$ cat config.mk
export PLATFORM = sky130hd
export DESIGN_NAME = xbus_cycle_seq
export DESIGN_NICKNAME = d
export VERILOG_FILES = /design/src/rtl/xbus_pkg.sv /design/src/rtl/xbus_rdy_sync.sv /design/src/rtl/xbus_wait_ctr.sv /design/src/rtl/xbus_cycle_seq.sv
export SDC_FILE = /design/constraint.sdc
export NUM_CORES = 1
export LEC_CHECK = 0
export BUFFER_PORTS_ARGS = -buffer_cell sky130_fd_sc_hd__buf_2
export CAP_MARGIN = 20
export CORE_ASPECT_RATIO = 1.1
export CORE_MARGIN = 2
export CORE_UTILIZATION = 49
export DETAILED_ROUTE_END_ITERATION = 8
export HOLD_SLACK_MARGIN = 0.03
export PLACE_DENSITY = 0.76
export SETUP_SLACK_MARGIN = 0.3
export SLEW_MARGIN = 20
export SYNTH_ARGS = -nofsm -noshare
export SYNTH_HDL_FRONTEND = slang
export SYNTH_SLANG_ARGS = --single-unit
$ cat constraint.sdc
create_clock -name clk -period 2.3 [get_ports clk]
set_input_delay 0.23 -clock clk [delete_from_list [all_inputs] [get_ports clk]]
set_output_delay 0.23 -clock clk [all_outputs]
set_load 0.03 [all_outputs]
$ cat src/rtl/xbus_pkg.sv
package xbus_pkg;
    // Width of the wait-state field that survives when READY control is on.
    localparam int RDY_WS_W    = 3;
    // Flops in the READY synchronizer chain.
    localparam int SYNC_STAGES = 2;

    typedef enum logic [1:0] {
        ST_IDLE = 2'd0,
        ST_CMD  = 2'd1,
        ST_MUXR = 2'd2,
        ST_TURN = 2'd3
    } xbus_st_e;
endpackage

$ cat src/rtl/xbus_rdy_sync.sv
module xbus_rdy_sync #(
    parameter int STAGES = 2
) (
    input  logic clk,
    input  logic rst_n,
    input  logic async_n,
    output logic sync_n
);
    localparam int LAST = STAGES - 1;

    logic [STAGES-1:0] stg_q;
    logic [STAGES-1:0] stg_d;

    always_comb begin
        stg_d = {stg_q[STAGES-2:0], async_n};
    end

    always_ff @(posedge clk or negedge rst_n) begin
        if (!rst_n) stg_q <= '1;
        else        stg_q <= stg_d;
    end

    assign sync_n = stg_q[LAST];


    sync_delay_chk: assert property (@(posedge clk) disable iff (!rst_n)
        ($past(rst_n) && $past(rst_n, 2)) |-> (sync_n == $past(async_n, 2)));
endmodule

$ cat src/rtl/xbus_wait_ctr.sv
module xbus_wait_ctr #(
    parameter int W = 4
) (
    input  logic         clk,
    input  logic         rst_n,
    input  logic         load,
    input  logic [W-1:0] load_val,
    input  logic         dec,
    output logic         zero
);
    logic [W-1:0] cnt_q;
    logic [W-1:0] cnt_d;

    always_comb begin
        cnt_d = cnt_q;
        if (load)     cnt_d = load_val;
        else if (dec) cnt_d = cnt_q - W'(1);
    end

    always_ff @(posedge clk or negedge rst_n) begin
        if (!rst_n) cnt_q <= '0;
        else        cnt_q <= cnt_d;
    end

    assign zero = (cnt_q == '0);


    ctr_no_wrap_chk: assert property (@(posedge clk) disable iff (!rst_n)
        (dec && !load) |-> !zero);
endmodule

$ cat src/rtl/xbus_cycle_seq.sv
module xbus_cycle_seq
    import xbus_pkg::*;
#(
    parameter int ADDR_W = 16,
    parameter int WS_W   = 4
) (
    input  logic              clk,
    input  logic              rst_n,
    input  logic              abort,
    input  logic              req_valid,
    input  logic [ADDR_W-1:0] req_addr,
    input  logic              req_write,
    input  logic              req_mux,
    input  logic [WS_W-1:0]   req_ws,
    input  logic              req_rdy_en,
    input  logic              req_turn,
    input  logic              ready_n,
    output logic [ADDR_W-1:0] bus_addr,
    output logic              rd_n,
    output logic              wr_n,
    output logic              busy,
    output logic              done
);
    localparam int PAD_W = WS_W - RDY_WS_W;

    typedef struct packed {
        xbus_st_e          st;
        logic              write;
        logic              mux;
        logic              turn;
        logic              rdy_en;
        logic [ADDR_W-1:0] addr;
        logic              done;
    } seq_t;

    seq_t seq_q;
    seq_t seq_d;

    logic            rdy_s_n;
    logic            ctr_zero;
    logic            ctr_load;
    logic            ctr_dec;
    logic [WS_W-1:0] eff_ws;

    xbus_rdy_sync #(.STAGES(SYNC_STAGES)) u_sync (
        .clk     (clk),
        .rst_n   (rst_n),
        .async_n (ready_n),
        .sync_n  (rdy_s_n)
    );

    xbus_wait_ctr #(.W(WS_W)) u_ctr (
        .clk      (clk),
        .rst_n    (rst_n),
        .load     (ctr_load),
        .load_val (eff_ws),
        .dec      (ctr_dec),
        .zero     (ctr_zero)
    );

    // Truncate the wait field when the READY handshake takes over the cycle end.
    always_comb begin
        if (req_rdy_en) eff_ws = {{PAD_W{1'b0}}, req_ws[RDY_WS_W-1:0]};
        else            eff_ws = req_ws;
    end

    always_comb begin
        seq_d      = seq_q;
        seq_d.done = 1'b0;
        ctr_load   = 1'b0;
        ctr_dec    = 1'b0;
        if (abort) begin
            seq_d.st = ST_IDLE;
        end else begin
            unique case (seq_q.st)
                ST_IDLE: begin
                    if (req_valid) begin
                        seq_d.st     = ST_CMD;
                        seq_d.write  = req_write;
                        seq_d.mux    = req_mux;
                        seq_d.turn   = req_turn;
                        seq_d.rdy_en = req_rdy_en;
                        seq_d.addr   = req_addr;
                        ctr_load     = 1'b1;
                    end
                end
                ST_CMD: begin
                    if (!ctr_zero) begin
                        ctr_dec = 1'b1;
                    end else if (seq_q.rdy_en && rdy_s_n) begin
                        seq_d.st = ST_CMD;
                    end else if (seq_q.mux) begin
                        seq_d.st = ST_MUXR;
                    end else if (seq_q.turn) begin
                        seq_d.st = ST_TURN;
                    end else begin
                        seq_d.st   = ST_IDLE;
                        seq_d.done = 1'b1;
                    end
                end
                ST_MUXR: begin
                    if (seq_q.turn) begin
                        seq_d.st = ST_TURN;
                    end else begin
                        seq_d.st   = ST_IDLE;
                        seq_d.done = 1'b1;
                    end
                end
                ST_TURN: begin
                    seq_d.st   = ST_IDLE;
                    seq_d.done = 1'b1;
                end
                default: seq_d.st = ST_IDLE;
            endcase
        end
    end

    always_ff @(posedge clk or negedge rst_n) begin
        if (!rst_n) begin
            seq_q        <= '0;
            seq_q.st     <= ST_IDLE;
        end else begin
            seq_q        <= seq_d;
        end
    end

    assign busy     = (seq_q.st != ST_IDLE);
    assign rd_n     = !((seq_q.st == ST_CMD) && !seq_q.write);
    assign wr_n     = !((seq_q.st == ST_CMD) &&  seq_q.write);
    assign bus_addr = seq_q.addr;
    assign done     = seq_q.done;


    idle_quiet_chk: assert property (@(posedge clk) disable iff (!rst_n)
        !busy |-> (rd_n && wr_n));

    accept_chk: assert property (@(posedge clk) disable iff (!rst_n)
        (req_valid && !busy && !abort) |=> (busy && (rd_n != wr_n)));

    rdy_hold_chk: assert property (@(posedge clk) disable iff (!rst_n)
        ((seq_q.st == ST_CMD) && ctr_zero && seq_q.rdy_en && rdy_s_n && !abort)
        |=> (seq_q.st == ST_CMD));

    abort_idle_chk: assert property (@(posedge clk) disable iff (!rst_n)
        abort |=> (!busy && rd_n && wr_n && !done));

    done_pulse_chk: assert property (@(posedge clk) disable iff (!rst_n)
        done |-> (!busy && $past(busy)));

    addr_hold_chk: assert property (@(posedge clk) disable iff (!rst_n)
        ($past(busy) && busy) |-> $stable(bus_addr));
endmodule

# Yosys cells after proc, flatten, opt, wreduce, memory -nomap -nowiden
# Index checks and enable logic that the tools add are counted.
# word_totals
inputBits,29
out_inout_bits,20
regBits,29
elab_cells,50
# op_classes
add_sub_neg,1
bitwise_logic,1
n_mux,22
n_reduce_logical,12
n_eq_ne,5
# ops
cell,count
$mux 22,1
$mux 4,3
$mux 1,11
$mux 2,5
$pmux 2 s4,1
$ne 3x3->1 const B,2
$eq 2x2->1 const B,2
$logic_not 4->1,1
$reduce_bool 2->1,2
$sub 4x1->4 const B,1
$logic_and 1x1->1,3
$logic_not 1->1,3
$pmux 1 s3,1
$reduce_and 3->1,1
$eq 2x1->1 const B,1
$logic_not 2->1,1
$reduce_and 2->1,1
$not 1->1,1

# Logic depth before layout (Yosys ltp)
# logic_depth
word_depth,6
ltp_mapped,6
depth_no_buf,6

# Modules after synthesis
# Synthesis repeated with hierarchy kept, for this count alone.
# unflattened
cells_unflattened,108
area_unflattened_um2,1370.1
# modules_own_cells
mod,n_inst,cells_each,seq_area_each_um2,area_each_um2
xbus_cycle_seq,1,85,575.6,1087.3
xbus_wait_ctr,1,21,100.1,230.2
xbus_rdy_sync,1,2,52.6,52.6

# Worst setup path after synthesis
# Ideal clock, no wire load.
# synth_path
kind,register to register
startpoint,register seq_q[22] (netlist name)
endpoint,"register seq_q, in the netlist bus_addr[0]"
t_arrival_ps,1502
required_ps,2175
synth_period_minus_slack_ps,1627
path_stages_with_launch,6
setup_slack_ps,673
cell_sequence,dfrtp_1 or2_4 nor3b_2 buf_6 buf_8 mux2_2
# synth_between
elab_chain_cells,2
# synth_lines
element,line_no,rtl
start: declaration,xbus_cycle_seq.sv:36,seq_t seq_q;
start signal: assignment,xbus_cycle_seq.sv:123,seq_q <= seq_d;
$logic_not 2->1,xbus_cycle_seq.sv:75,unique case (seq_q.st)
$reduce_and 3->1 (no line),-,
# No other way between the ends.
# A chain may end at the register's enable or synchronous reset.

# Worst setup path in the final report
# layout_path
startpoint,register seq_q[22] (netlist name)
endpoint,"register seq_q, in the netlist bus_addr[15]"
# The elaborated chain is that of the path after synthesis.

==> metrics <==
status=completed; Tightest Pin Transition=0.632 ns; Slew Limit Headroom=57.9%; die width=55.4 µm; Yosys top cell by area=dfrtp_1; Post-CTS Setup Inserts=0; Detailed Route WL=2.50 mm; syn_nets=142; Peak Freq=568 MHz; synth unique cells=32; vias in the first global route=934; post-synthesis simple-gate area fraction=10.7%; RSZ-0062 raised after global routing=false; layout cell share with drive strength beyond 1=53.3%; Post-DP HPWL=1.84 mm; Worst-Skew Late Latency=0.33 ns; nets=181; Post-Syn Area=0.00143 mm²; post-route minimum period=1.76 ns; XOR/XNOR Fraction of Synth Area=1.23%; initial antenna violation count=0; Synth Area in Compound Gates=4.92%; Num CTS Buffers=5; routability cong.=0.761; Std-Cell Rows=20; fin area=0.00163 mm²; Synth warnings=0; main combinational cell family by area after synthesis=multiplexers; DR DRC count=0; Hold WC Path Type=primary input to flop; clock skew=0.0138 ns; slowest stage delay, CP=0.44 ns; CTS clk-pin slew, worst paths=0.09 ns; post-synthesis sequential area ratio=51.1%; ordered cell list for the critical path=or2_4 -> nor3b_4 -> buf_4 -> mux2_2; critical path launch point type=flop; MaxCap Viol Count=0; pin count of the biggest net entering global routing=30; Buf+Inv Stages, Crit Path=1; Power Density=1140 mW/mm²; multiplexer area fraction after synthesis=18.4%; worst path required time=2.51 ns; I/O pin cnt=49; CTS Hold Bufs=2; post-synthesis cell count=112; Area growth, synth to finish=14.6%; dpl cell area=0.00155 mm²; GRT Total Usage=16.4%; Pins Over Slew Limit=0; CP max FO=28; Pleak=0.797 nW; CTS sink cnt=29; Final ANT Viol Nets=0; clk buf depth=2; Avg Vias per Cell=5.01; Avg Inst Size Synth=12.7 µm²; first-pass GRT wire length=4.02 mm; Core Region=0.00278 mm²; Crit Path Category=flop to flop; Root Buffer=clkbuf_4; Worst setup EP type=flop; Fill cells=247; Synth Area in Adders=0.878%; CP arrival=1.97 ns; dominant cells by area after synthesis=dfrtp_1 47%, mux2_4 11%, buf_4 8.4%; Slowest cell on crit path=dfrtp_1; DRT iter0 DRCs=17; grt ovf=0; Yosys top cell area share=47.4%; Final Hold Fails=0; Hold Slack=0.113 ns; total number of vias=926; Final setup viols=0; Die Ht=60.6 µm; CTS tree=done; setup TNS=0 ns; drt first pass iters=2; fin crit share=76.6%; H-tree depth=2; Peak VDD IR=0.692 mV; ANT cells=0; port bufs=48; FF+latch count, synth=29; post-cts resize count=0; CP top delay family=simple AND/OR/NAND/NOR gates; initial core utilization=51.3%; area of the die=0.00336 mm²; Avg WL per Cell=13.5 µm
-- layout by cell type (no fill, tap or decap), types with 2 or more instances in the layout --
cell / instances
clkbuf_1: 2
mux2_4: 10
nand2_1: 5
dfstp_2: 2
buf_2: 48
mux2_2: 10
clkbuf_4: 5
inv_1: 4
o21ai_0: 3
dlygate4sd3_1: 2
a21oi_1: 3
nor2_1: 5
nand3b_1: 2
dfrtp_1: 27
nand2b_1: 3
nand3_1: 3
-- through the flow --
stage / utilization [%] / power [mW] / std cells / setup slack (ns)
floorplan: - / 1.49 / 112 / 0.673
global placement: 55.9 / 1.52 / 175 / 0.599
detailed placement: 55.9 / 1.56 / 175 / 0.549
CTS: 58.8 / 1.90 / 185 / 0.526
global route: 58.8 / 1.98 / 185 / 0.440
finish: 58.8 / 1.87 / 185 / 0.539
-- tightest hold or removal path, cell delays in order --
cell	delay, ns
buf_2	0.07
nand2_1	0.03
o21ai_0	0.06
-- logic make-up (layout without fill, tap and decap cells) --
logic type / after synthesis / in the layout
AO/OA/AOI/OAI: 11 / 11
XOR/XNOR: 2 / 2
adder cells (fa/ha/maj): 1 / 1
buffers and inverters: 23 / 63
flip-flops: 29 / 29
multiplexers: 20 / 20
AND/OR/NAND/NOR: 26 / 26
-- cell usage after synthesis --
library cell  number
nor3_1             1
nand3_1            3
ha_1               1
a221o_1            1
inv_1              4
mux2_4            10
nor3b_2            1
a211o_1            1
or3b_2             1
nand2_1            5
dfstp_2            2
nor2_2             1
dfrtp_1           27
and2b_1            1
a31oi_1            1
a211oi_1           1
xnor2_1            1
buf_8              1
mux2_2            10
a21oi_1            3
a21boi_0           1
buf_6              1
nor3b_1            1
nand2b_1           3
nand3b_1           2
o21ai_0            3
buf_12             1
buf_4             16
nor2_1             5
and4b_1            1
xor2_1             1
or2_4              1
-- layout make-up --
class	instances	area [µm²]	area share, %
well taps	33	41.3	2.53
clock buffers	8	58.8	3.60
inverters	4	15.0	0.920
multi-input cells	60	522	32.0
flip-flops and latches	29	728	44.6
repair buffers	51	268	16.4
-- flip-flops by register name, summed over array words and instances (netlist names) --
signal,cells
bus_addr,16
done,1
seq_q,6
u_ctr.cnt_q,4
u_sync.stg_q,2
-- power by group --
group,internal [mW],switching (mW),leakage (nW),total (mW)
Sequential,0.674,0.105,0.344,0.779
Combinational,0.328,0.436,0.420,0.765
Clock,0.151,0.175,0.0326,0.326
Total,1.15,0.717,0.797,1.87
-- metal layers --
layer  wire, µm  vias up  GRT usage [%]
li1           -      446              -
met1        979      446           17.3
met2       1280       29           28.1
met3        183        5           6.40
met4         62        0           10.5
met5          0        -              0
-- final timing paths --
check | start | to | slack, ns | depth (start not counted)
min | req_ws[0] | u_ctr.cnt_q[0] | 0.11 | 3
max | seq_q[22] | bus_addr[15] | 0.54 | 4
max reg2reg | seq_q[22] | bus_addr[15] | 0.54 | 4
min in group asynchronous | rst_n | seq_q[20] | 0.44 | 2
min reg2reg | u_sync.stg_q[0] | u_sync.stg_q[1] | 0.36 | 0
max in group asynchronous | rst_n | seq_q[21] | 1.44 | 2
Note: power is estimated with default switching activity, not from simulation.
